==> config.mk <==
export PLATFORM = sky130hd
export DESIGN_NAME = trig_vec_arb
export DESIGN_NICKNAME = d
export VERILOG_FILES = /design/src/rtl/tva_pkg.sv /design/src/rtl/tva_debounce.sv /design/src/rtl/tva_regs.sv /design/src/rtl/tva_arbiter.sv /design/src/rtl/trig_vec_arb.sv
export SDC_FILE = /design/constraint.sdc
export NUM_CORES = 1
export LEC_CHECK = 0
export BUFFER_PORTS_ARGS = -buffer_cell sky130_fd_sc_hd__buf_2
export CORE_MARGIN = 3
export CORE_UTILIZATION = 45
export CTS_CLUSTER_SIZE = 28
export DETAILED_ROUTE_END_ITERATION = 7
export GPL_TIMING_DRIVEN = 0
export PLACE_DENSITY_LB_ADDON = 0.1
export SETUP_SLACK_MARGIN = 0.4
export SYNTH_ARGS = -nofsm -noshare
export SYNTH_HDL_FRONTEND = slang
export SYNTH_SLANG_ARGS = --single-unit
==> constraint.sdc <==
create_clock -name clk -period 4.4 [get_ports clk]
set_clock_uncertainty 0.05 [all_clocks]
set_input_delay 0.88 -clock clk [delete_from_list [all_inputs] [get_ports clk]]
set_output_delay 0.88 -clock clk [all_outputs]
set_load 0.02 [all_outputs]
==> src/rtl/tva_pkg.sv <==
package tva_pkg;
  localparam int NPIN     = 4;
  localparam int NSRC     = 2 * NPIN + 2;
  localparam int IDX_POI  = 0;
  localparam int IDX_JUMP = NSRC - 1;
  localparam int VW       = 8;
  localparam logic [VW-1:0] POI_VEC = 8'd32;

  // Fixed vector of edge source idx (1..2*NPIN); idx 0 is power-on
  function automatic logic [VW-1:0] src_vec(input int idx);
    int p;
    int base;
    if (idx == IDX_POI) return POI_VEC;
    p    = (idx - 1) / 2;
    base = (p < 2) ? p : p + 6;
    if (((idx - 1) % 2) == 1) base = base + 4;
    return VW'(base);
  endfunction
endpackage

==> src/rtl/tva_debounce.sv <==
module tva_debounce #(
  parameter int LONG_CYC  = 40,
  parameter int SHORT_CYC = 8
) (
  input  logic clk,
  input  logic rst_n,
  input  logic raw_i,
  input  logic long_i,
  output logic rise_o,
  output logic fall_o
);
  localparam int CW = $clog2(LONG_CYC + 1);

  logic [1:0]    sync_q;
  logic          lvl_q;
  logic [CW-1:0] cnt_q;
  logic [CW-1:0] lim;
  logic          flip;

  assign lim  = long_i ? CW'(LONG_CYC) : CW'(SHORT_CYC);
  assign flip = (sync_q[1] != lvl_q) && (cnt_q >= lim - CW'(1));

  always_ff @(posedge clk or negedge rst_n) begin
    if (!rst_n) begin
      sync_q <= 2'b11;
      lvl_q  <= 1'b1;
      cnt_q  <= '0;
      rise_o <= 1'b0;
      fall_o <= 1'b0;
    end else begin
      sync_q <= {sync_q[0], raw_i};
      rise_o <= flip && sync_q[1];
      fall_o <= flip && !sync_q[1];
      if (flip) begin
        lvl_q <= sync_q[1];
        cnt_q <= '0;
      end else if (sync_q[1] != lvl_q) begin
        cnt_q <= cnt_q + CW'(1);
      end else begin
        cnt_q <= '0;
      end
    end
  end


  lvl_follows_sync_chk: assert property (@(posedge clk) disable iff (!rst_n)
    !$stable(lvl_q) |-> (lvl_q == $past(sync_q[1])));

  edge_matches_level_chk: assert property (@(posedge clk) disable iff (!rst_n)
    (rise_o |-> lvl_q) and (fall_o |-> !lvl_q));

  edge_exclusive_chk: assert property (@(posedge clk) disable iff (!rst_n)
    !(rise_o && fall_o));
endmodule

==> src/rtl/tva_regs.sv <==
module tva_regs
  import tva_pkg::*;
(
  input  logic            clk,
  input  logic            rst_n,
  input  logic            we_i,
  input  logic [1:0]      addr_i,
  input  logic [7:0]      wdata_i,
  output logic            long_o,
  output logic [NPIN-1:0] fall_en_o,
  output logic [NPIN-1:0] rise_en_o
);
  logic [7:0] mode_q;
  logic [7:0] en_q [2];

  always_ff @(posedge clk or negedge rst_n) begin
    if (!rst_n) begin
      mode_q <= 8'hFF;
      en_q[0] <= 8'h33;
      en_q[1] <= 8'h33;
    end else if (we_i) begin
      case (addr_i)
        2'd0: mode_q <= wdata_i;
        2'd1: en_q[0] <= wdata_i & 8'h33;
        2'd2: en_q[1] <= wdata_i & 8'h33;
        default: ;
      endcase
    end
  end

  assign long_o = mode_q[4];

  for (genvar p = 0; p < NPIN; p++) begin : g_map
    assign fall_en_o[p] = en_q[p / 2][p % 2];
    assign rise_en_o[p] = en_q[p / 2][4 + (p % 2)];
  end
endmodule

==> src/rtl/tva_arbiter.sv <==
module tva_arbiter
  import tva_pkg::*;
(
  input  logic            clk,
  input  logic            rst_n,
  input  logic [NSRC-1:0] set_i,
  input  logic [NSRC-1:0] en_i,
  input  logic [VW-1:0]   jump_vec_i,
  input  logic            ack_i,
  output logic            valid_o,
  output logic [VW-1:0]   vec_o
);
  logic [NSRC-1:0] pend_q, clr, gsrc_q;
  logic            busy_q, found;
  logic [VW-1:0]   jvec_q;
  int              gidx;

  always_comb begin
    found = 1'b0;
    gidx  = 0;
    for (int i = 0; i < NSRC; i++) begin
      if (!found && pend_q[i]) begin
        found = 1'b1;
        gidx  = i;
      end
    end
    clr = '0;
    if (!busy_q && found) clr[gidx] = 1'b1;
  end

  always_ff @(posedge clk or negedge rst_n) begin
    if (!rst_n) begin
      pend_q  <= '0;
      busy_q  <= 1'b0;
      valid_o <= 1'b0;
      vec_o   <= '0;
      jvec_q  <= '0;
      gsrc_q  <= '0;
    end else begin
      pend_q  <= (pend_q & ~clr) | (set_i & en_i);
      valid_o <= 1'b0;
      if (set_i[IDX_JUMP]) jvec_q <= jump_vec_i;
      if (busy_q) begin
        if (ack_i) busy_q <= 1'b0;
      end else if (found) begin
        busy_q  <= 1'b1;
        valid_o <= 1'b1;
        gsrc_q  <= clr;
        vec_o   <= (gidx == IDX_JUMP) ? jvec_q : src_vec(gidx);
      end
    end
  end


  strobe_one_cycle_chk: assert property (@(posedge clk) disable iff (!rst_n)
    valid_o |=> !valid_o);

  wait_for_ack_chk: assert property (@(posedge clk) disable iff (!rst_n)
    (busy_q && !ack_i) |=> !valid_o);

  no_skip_higher_chk: assert property (@(posedge clk) disable iff (!rst_n)
    valid_o |-> (($countones(gsrc_q) == 1) && ((($past(pend_q)) & (gsrc_q - 1'b1)) == '0)));

  for (genvar i = 0; i < NSRC; i++) begin : g_en_chk

    pend_needs_en_chk: assert property (@(posedge clk) disable iff (!rst_n)
      $rose(pend_q[i]) |-> $past(en_i[i]));
  end
endmodule

==> src/rtl/trig_vec_arb.sv <==
module trig_vec_arb
  import tva_pkg::*;
#(
  parameter int DEB_LONG_CYC  = 40,
  parameter int DEB_SHORT_CYC = 8,
  parameter int POI_DELAY_CYC = 20
) (
  input  logic            clk,
  input  logic            rst_n,
  input  logic [NPIN-1:0] trig_i,
  input  logic            cfg_we,
  input  logic [1:0]      cfg_addr,
  input  logic [7:0]      cfg_wdata,
  input  logic            jump_req_i,
  input  logic [VW-1:0]   jump_vec_i,
  input  logic            vec_ack_i,
  output logic            vec_valid_o,
  output logic [VW-1:0]   vec_o
);
  localparam int PW = $clog2(POI_DELAY_CYC + 1);

  logic            long_sel;
  logic [NPIN-1:0] fall_en, rise_en, rise, fall;
  logic [NSRC-1:0] set_v, en_v;
  logic [PW-1:0]   poi_cnt_q;
  logic            poi_done_q, poi_set;

  tva_regs u_regs (
    .clk(clk), .rst_n(rst_n), .we_i(cfg_we), .addr_i(cfg_addr),
    .wdata_i(cfg_wdata), .long_o(long_sel),
    .fall_en_o(fall_en), .rise_en_o(rise_en)
  );

  for (genvar p = 0; p < NPIN; p++) begin : g_pin
    tva_debounce #(.LONG_CYC(DEB_LONG_CYC), .SHORT_CYC(DEB_SHORT_CYC)) u_deb (
      .clk(clk), .rst_n(rst_n), .raw_i(trig_i[p]), .long_i(long_sel),
      .rise_o(rise[p]), .fall_o(fall[p])
    );
    assign set_v[1 + 2*p] = fall[p];
    assign set_v[2 + 2*p] = rise[p];
    assign en_v[1 + 2*p]  = fall_en[p];
    assign en_v[2 + 2*p]  = rise_en[p];
  end

  assign poi_set         = !poi_done_q && (poi_cnt_q == PW'(POI_DELAY_CYC - 1));
  assign set_v[IDX_POI]  = poi_set;
  assign set_v[IDX_JUMP] = jump_req_i;
  assign en_v[IDX_POI]   = 1'b1;
  assign en_v[IDX_JUMP]  = 1'b1;

  always_ff @(posedge clk or negedge rst_n) begin
    if (!rst_n) begin
      poi_cnt_q  <= '0;
      poi_done_q <= 1'b0;
    end else if (!poi_done_q) begin
      poi_cnt_q <= poi_cnt_q + PW'(1);
      if (poi_set) poi_done_q <= 1'b1;
    end
  end

  tva_arbiter u_arb (
    .clk(clk), .rst_n(rst_n), .set_i(set_v), .en_i(en_v),
    .jump_vec_i(jump_vec_i), .ack_i(vec_ack_i),
    .valid_o(vec_valid_o), .vec_o(vec_o)
  );


  poi_once_chk: assert property (@(posedge clk) disable iff (!rst_n)
    poi_done_q |=> (poi_done_q && !poi_set));

  poi_vector_chk: assert property (@(posedge clk) disable iff (!rst_n)
    (vec_valid_o && !poi_done_q) |-> 1'b0);
endmodule

==> impl_metrics.py, run 1 <==
metrics = {
    "outcome": {
        "outcome": "complete, no violations",
    },
    "synthesis": {
        "synth-adder-area-share_pct": 5.66,
        "ys_types": 55,
        "synth_nets": 418,
        "synth_ff_type": "dfrtp_1",
        "yosys.area_share.simple_pct": 16.0,
        "yosysTopAreaCell": "dfrtp_1",
        "post-synth-top-count-cell": "dfrtp_1",
        "netlist_area_sq_um": 4200,
        "netlist.area_leader.share_pct": 39.3,
        "synth-async-reset-ratio_pct": 100,
        "synthXorXnorAreaFrac_pct": 6.05,
        "ys_seq_elements": 87,
        "ys.warnings.count": 0,
        "netlist_top_cells_area": "dfrtp_1 (39%), dfstp_2 (13%), ha_1 (5.7%)",
        "synth_top_family_by_area": "simple AND/OR/NAND/NOR gates",
        "synth.mux.area_fraction_pct": 6.58,
        "avgSynthCellArea_sq_um": 11.3,
        "synthTopCellsByCount": "dfrtp_1 (66), nor2_1 (44), nand2_1 (28)",
        "synth_edf_count": 0,
        "synth-seq-area-share_pct": 52.4,
        "synth_compound_area_share_pct": 11.6,
        "synthCells": 372,
    },
    "route": {
        "drt-pass1-iter-count": 4,
        "drtIter0Drc": 118,
        "route.met3.wl_um": 241,
        "vias_per_cell": 5.32,
        "route.met2.wl_um": 4000,
        "wl_um": 8270,
        "top_layer": "met4",
        "drc": 0,
        "avgRoutedWirePerCell_um": 15.0,
        "wl_met1_um": 3890,
        "ant_nets": 0,
        "num_vias": 2933,
    },
    "cts": {
        "insertion_delay_ns": 0.36,
        "cts-root-buf": "clkbuf_8",
        "cts.sinks": 87,
        "cts_inserted_buffers": 9,
        "h-tree-depth": 3,
        "clockBufferDepth": 2,
        "cts_tree": "done",
        "hold_buffers": 0,
        "clk_pin_slew_ns": 0.09,
    },
    "critical_path": {
        "r2r_slack_ns": 0.48,
        "arrival_ns": 4.11,
        "path_class": "reg -> reg",
        "start_kind": "flip-flop",
        "worstSetupEndpointType": "flip-flop",
        "crit_required_ns": 4.59,
        "r2r-start": "u_arb.pend_q[2]$_DFF_PN0_",
        "crit_fanout": 6,
        "r2r_cells": 22,
        "rr_endpoint": "u_arb.vec_o[4]$_DFFE_PN0P_",
    },
    "job": {
        "cap_violations": 0,
    },
    "sta": {
        "worstMarginPinSlew_ns": 0.553,
        "max_freq_mhz": 255,
        "final.min_clock_period_ns": 3.92,
        "slew_violations": 0,
        "fin_tns_setup_ns": 0,
        "holdWs_ns": 0.309,
        "slew_headroom_pct": 62.9,
        "setup_ws_ns": 0.483,
        "setup_violations": 0,
        "finalCritPeriodShare_pct": 89.0,
        "rsz0062_at_grt": "yes",
        "finalHoldViolCount": 0,
    },
    "final_layout": {
        "layout.cells.non_filler": 551,
        "design_area_sq_um": 5190,
        "area_growth_pct": 23.6,
        "finish.utilization_pct": 58.4,
        "fill_cells": 730,
        "nets": 484,
        "regArea_sq_um": 2210,
        "layout-drive-gt1-share_pct": 36.8,
        "multiInputGateArea_sq_um": 2160,
        "antenna_cells": 0,
    },
    "floorplanning": {
        "fp-row-count": 34,
        "die_width_um": 103,
        "fp.coreArea_sq_um": 8890,
        "die_y_um": 103,
        "die-area_sq_um": 10500,
        "initial_core_util_pct": 47.3,
        "pin_count": 36,
    },
    "min_path": {
        "holdPathEnd": "g_pin[1].u_deb.sync_q[1]$_DFF_PN1_",
        "hold_depth": 0,
        "min_path_type": "reg -> reg",
        "worstHoldStart": "g_pin[1].u_deb.sync_q[0]$_DFF_PN1_",
    },
    "power_and_ir_drop": {
        "switching_share_pct": 40.4,
        "switchingPower_mw": 1.63,
        "power_density_nw_per_um2": 775,
        "intPower_mw": 2.40,
        "ir_drop_uv": 454,
        "combPwrFrac_pct": 58.6,
        "total_leakage_power_nw": 2.34,
        "pwr-share-clk_pct": 15.1,
        "power_frac_seq_pct": 26.3,
        "finalPower_mw": 4.03,
    },
    "placement": {
        "dpl_cell_area_sq_um": 4550,
        "dp_worst_setup_slack_ns": -0.189,
        "hpwl_um": 5750,
        "numPlacedInstances": 511,
        "gp_congestion": 0.812,
        "port_buffers": 30,
    },
    "global_routing": {
        "antenna_found_initial": 0,
        "grt_max_degree": 69,
        "globalRouteOverflowTotal": 0,
        "first_global_vias": 2949,
        "grt_usage_pct": 16.7,
        "grt_pass1_wl_um": 13700,
    },
}
registers in the layout, indices dropped and copies added (netlist names):
register,cells
u_arb.pend_q,10
g_pin.u_deb.rise_o,4
u_regs.fall_en_o,4
poi_done_q,1
g_pin.u_deb.lvl_q,4
u_regs.rise_en_o,4
u_arb.vec_o,8
g_pin.u_deb.sync_q,8
u_arb.busy_q,1
u_regs.mode_q,1
g_pin.u_deb.fall_o,4
u_arb.valid_o,1
g_pin.u_deb.cnt_q,24
poi_cnt_q,5
u_arb.jvec_q,8
worst max-delay path, cell delays in order, from the launching register on:
cell and delay (ns):
dfrtp_2 0.45, buf_4 0.16, nor4_4 0.30, and2_1 0.22, o21ai_0 0.13, ha_2 0.22, buf_8 0.13, inv_8 0.07
nor2_4 0.04, ha_4 0.18, ha_4 0.16, and3b_1 0.16, clkbuf_8 0.15, inv_2 0.09, nand3_4 0.10, a21bo_4 0.23
a21oi_2 0.17, or2_4 0.15, ha_4 0.12, nand2_4 0.05, xor2_2 0.15, a221oi_2 0.25, nor2_1 0.07
how the worst max path moves through the flow:
| stage | end | depth (start not counted) | slack [ns] | startpoint |
|---|---|---|---|---|
| after floorplan | u_arb.vec_o[4]$_DFFE_PN0P_ | 20 | 0.42 | u_arb.pend_q[3]$_DFF_PN0_ |
| after detailed placement | u_arb.vec_o[4]$_DFFE_PN0P_ | 20 | -0.19 | u_arb.pend_q[3]$_DFF_PN0_ |
| after CTS | u_arb.vec_o[4]$_DFFE_PN0P_ | 23 | 0.40 | u_arb.pend_q[3]$_DFF_PN0_ |
| after global routing | u_arb.vec_o[4]$_DFFE_PN0P_ | 23 | 0.32 | u_arb.pend_q[2]$_DFF_PN0_ |
| final | u_arb.vec_o[4]$_DFFE_PN0P_ | 22 | 0.48 | u_arb.pend_q[2]$_DFF_PN0_ |
| after global placement | u_arb.vec_o[4]$_DFFE_PN0P_ | 20 | -0.15 | u_arb.pend_q[3]$_DFF_PN0_ |
repair_timing:
item	CTS	global route
gates resized for setup	26	31
buffers inserted	11	13
endpoints found under the setup margin	6	4
pin swaps	10	17
power by group through the flow:
stage / combinational (mW) / sequential, mW / clock (mW)
after global placement: 1.65 / 1.07 / 0
after detailed placement: 1.68 / 1.07 / 0
after CTS: 1.87 / 1.06 / 0.626
after floorplan: 1.25 / 1.10 / 0
final: 2.36 / 1.06 / 0.608
after global routing: 2.60 / 1.08 / 0.656
per-layer routing:
layer,GRT usage (%),vias to the layer above
met5,0,-
met4,4.84,0
met3,3.72,13
met2,27.2,34
met1,22.4,1435
li1,-,1451
logic make-up (layout without fill, tap and decap cells):
logic type	Yosys count	count (layout)
simple gates	133	133
flops	87	87
compound gates	62	62
xor+xnor	29	29
mux	25	25
fa+ha+maj	19	19
buf+inv	17	88
area by class of cell:
| cell class | count | share of cell area [%] |
|---|---|---|
| sequential | 87 | 42.6 |
| multi-input combinational | 268 | 41.5 |
| timing repair buffer | 55 | 7.08 |
| tap | 108 | 2.60 |
| clock buffer | 10 | 2.46 |
| clock inverter | 6 | 1.78 |
| buffer | 6 | 1.06 |
| inverter | 11 | 0.939 |
placed cells by master (no fill, tap or decap), types with 5 or more instances in the layout:
master,synthesis,routed
a211o_1,5,5
a21oi_1,12,11
a22o_1,7,7
and3_1,6,6
buf_2,1,29
buf_4,1,24
clkbuf_8,0,10
dfrtp_1,66,60
dfrtp_2,0,6
dfstp_2,21,21
ha_1,19,14
inv_1,10,8
mux2_2,21,21
nand2_1,28,27
nand3_1,20,18
nor2_1,44,39
nor3b_1,11,11
o21ai_0,9,8
xnor2_1,13,13
xor2_1,16,13
Power figures use the tool's default switching activity.
==> inputs of run 2 (changes only) <==
--- a/config.mk
+++ b/config.mk
@@ -12,7 +12,9 @@
 export DETAILED_ROUTE_END_ITERATION = 7
 export GPL_TIMING_DRIVEN = 0
 export PLACE_DENSITY_LB_ADDON = 0.1
+export RECOVER_POWER = 50
 export SETUP_SLACK_MARGIN = 0.4
+export SKIP_LAST_GASP = 1
 export SYNTH_ARGS = -nofsm -noshare
 export SYNTH_HDL_FRONTEND = slang
 export SYNTH_SLANG_ARGS = --single-unit
==> impl_metrics.py, run 2 (synthesized netlist as in run 1, its figures left out) <==
metrics = {
    "placement": {
        "dpl_cell_area_sq_um": 4550,
        "gp_congestion": 0.812,
        "hpwl_um": 5750,
        "dp_worst_setup_slack_ns": -0.189,
        "port_buffers": 30,
    },
    "sta": {
        "setup_ws_ns": 0.479,
        "slew_headroom_pct": -5.27,
        "finalCritPeriodShare_pct": 89.1,
        "max_freq_mhz": 255,
        "finalHoldViolCount": 0,
        "worstMarginPinSlew_ns": 1.58,
        "slew_violations": 69,
        "rsz0062_at_grt": "yes",
        "setup_violations": 0,
        "final.min_clock_period_ns": 3.92,
        "fin_tns_setup_ns": 0,
        "holdWs_ns": 0.309,
    },
    "final_layout": {
        "layout_commonest_cell": "dfrtp_1",
        "fill_cells": 736,
        "antenna_cells": 0,
        "design_area_sq_um": 5170,
        "layout-drive-gt1-share_pct": 36.3,
        "multiInputGateArea_sq_um": 2160,
        "area_growth_pct": 23.0,
        "regMostFlops": "g_pin.u_deb.cnt_q",
        "layout_common_cells": "dfrtp_1 (60), nor2_1 (39), buf_2 (28)",
        "largest_reg_flops": 24,
        "reg.largest.list": "g_pin.u_deb.cnt_q x24, u_arb.pend_q x10",
        "finish.utilization_pct": 58.1,
        "regArea_sq_um": 2210,
        "nets": 484,
    },
    "route": {
        "drtIter0Drc": 106,
        "avgRoutedWirePerCell_um": 15.0,
        "drt-pass1-iter-count": 4,
        "vias_per_cell": 5.33,
        "drc": 0,
        "ant_nets": 0,
        "wl_um": 8240,
        "num_vias": 2936,
    },
    "cts": {
        "clockBufferDepth": 2,
        "cts-root-buf": "clkbuf_8",
        "cts.sinks": 87,
        "cts_tree": "done",
        "cts_inserted_buffers": 9,
        "insertion_delay_ns": 0.35,
        "clk_pin_slew_ns": 0.09,
        "h-tree-depth": 3,
    },
    "critical_path": {
        "cp_cell_sequence": "buf_4, nor4_4, and2_1, o21ai_0, ha_2, buf_8, inv_8, nor2_4, ha_4, ha_4, xor2_2, and2_4, o211a_4, a21bo_4, a21oi_2, or2_4, ha_4, nand2_4, xor2_2, a221oi_2, nor2_1",
        "cp_num_buf_inv": 3,
        "path_class": "reg -> reg",
        "start_kind": "flip-flop",
        "crit_top_cell": "ha_4",
        "cp.depth": 21,
        "cp_top_family": "simple AND/OR/NAND/NOR gates",
        "slowest_delay_ns": 0.45,
        "worstSetupEndpointType": "flip-flop",
        "r2r_cells": 21,
        "crit_required_ns": 4.59,
        "arrival_ns": 4.11,
        "worst_path_max_delay_cell": "dfrtp_2",
        "crit_fanout": 6,
    },
    "floorplanning": {
        "die-area_sq_um": 10500,
        "die_width_um": 103,
        "pin_count": 36,
        "fp-row-count": 34,
        "initial_core_util_pct": 47.3,
        "fp.coreArea_sq_um": 8890,
        "die_y_um": 103,
    },
    "min_path": {
        "hold_depth": 0,
        "min_path_type": "reg -> reg",
    },
    "outcome": {
        "outcome": "complete, but fails checks",
        "violations": "max-capacitance violations, max-slew violations",
    },
    "global_routing": {
        "grt_pass1_wl_um": 13700,
        "globalRouteOverflowTotal": 0,
        "grt_usage_pct": 16.7,
        "grt_max_degree": 69,
        "antenna_found_initial": 0,
        "first_global_vias": 2949,
    },
    "power_and_ir_drop": {
        "total_leakage_power_nw": 2.32,
        "ir_drop_uv": 453,
        "power_density_nw_per_um2": 778,
    },
    "job": {
        "cap_violations": 1,
    },
}
run 2: cell types whose count changed in the layout (fill, tap and decap cells not counted):
cell      change
buf_4         -1
buf_16        -1
clkbuf_1      +2
clkbuf_2      +1
buf_2         -1
run 2: final timing paths:
check | to | startpoint | slack (ns)
max | u_arb.vec_o[4]$_DFFE_PN0P_ | u_arb.pend_q[2]$_DFF_PN0_ | 0.48
min | g_pin[1].u_deb.sync_q[1]$_DFF_PN1_ | g_pin[1].u_deb.sync_q[0]$_DFF_PN1_ | 0.31
max reg2reg | u_arb.vec_o[4]$_DFFE_PN0P_ | u_arb.pend_q[2]$_DFF_PN0_ | 0.48
min reg2reg | g_pin[1].u_deb.sync_q[1]$_DFF_PN1_ | g_pin[1].u_deb.sync_q[0]$_DFF_PN1_ | 0.31
max in group asynchronous | u_arb.pend_q[4]$_DFF_PN0_ | rst_n | 1.37
min in group asynchronous | g_pin[0].u_deb.cnt_q[2]$_DFF_PN0_ | rst_n | 0.66
run 2: per-layer routing:
layer / global-route usage (%) / part of all wire [%] / wire (um)
met2: 27.2 / 49 / 4000
met5: 0 / 0 / 0
met3: 3.72 / 3.1 / 254
met4: 4.84 / 1.7 / 138
met1: 22.4 / 47 / 3840
run 2: report_power, final:
group / internal (mW) / leakage (nW) / switching [mW]
registers: 0.959 / 1.06 / 0.0993
clock network: 0.323 / 0.103 / 0.285
logic: 1.12 / 1.16 / 1.24
total: 2.40 / 2.32 / 1.62
run 2: cell type report:
class | count | area share (%)
Inverter | 11 | 0.944
Clock inverter | 6 | 1.79
Tap cell | 108 | 2.62
Sequential cell | 87 | 42.8
Timing Repair Buffer | 55 | 6.59
Clock buffer | 10 | 2.47
Multi-Input combinational cell | 268 | 41.7
Buffer | 6 | 1.07
run 2: timing repair:
item,in CTS,in global routing
endpoints found under the setup margin,6,4
setup buffers,11,13
gates resized for setup,26,31
hold buffers,0,0
pin swaps,10,17
gates cloned,0,0
endpoints found under the hold margin,0,0
run 2: metrics by stage:
step | instances | power [mW]
2_1_floorplan | 372 | 2.35
3_3_place_gp | 510 | 2.72
3_5_place_dp | 511 | 2.75
4_1_cts | 538 | 3.56
5_1_grt | 551 | 4.33
6_report | 551 | 4.02
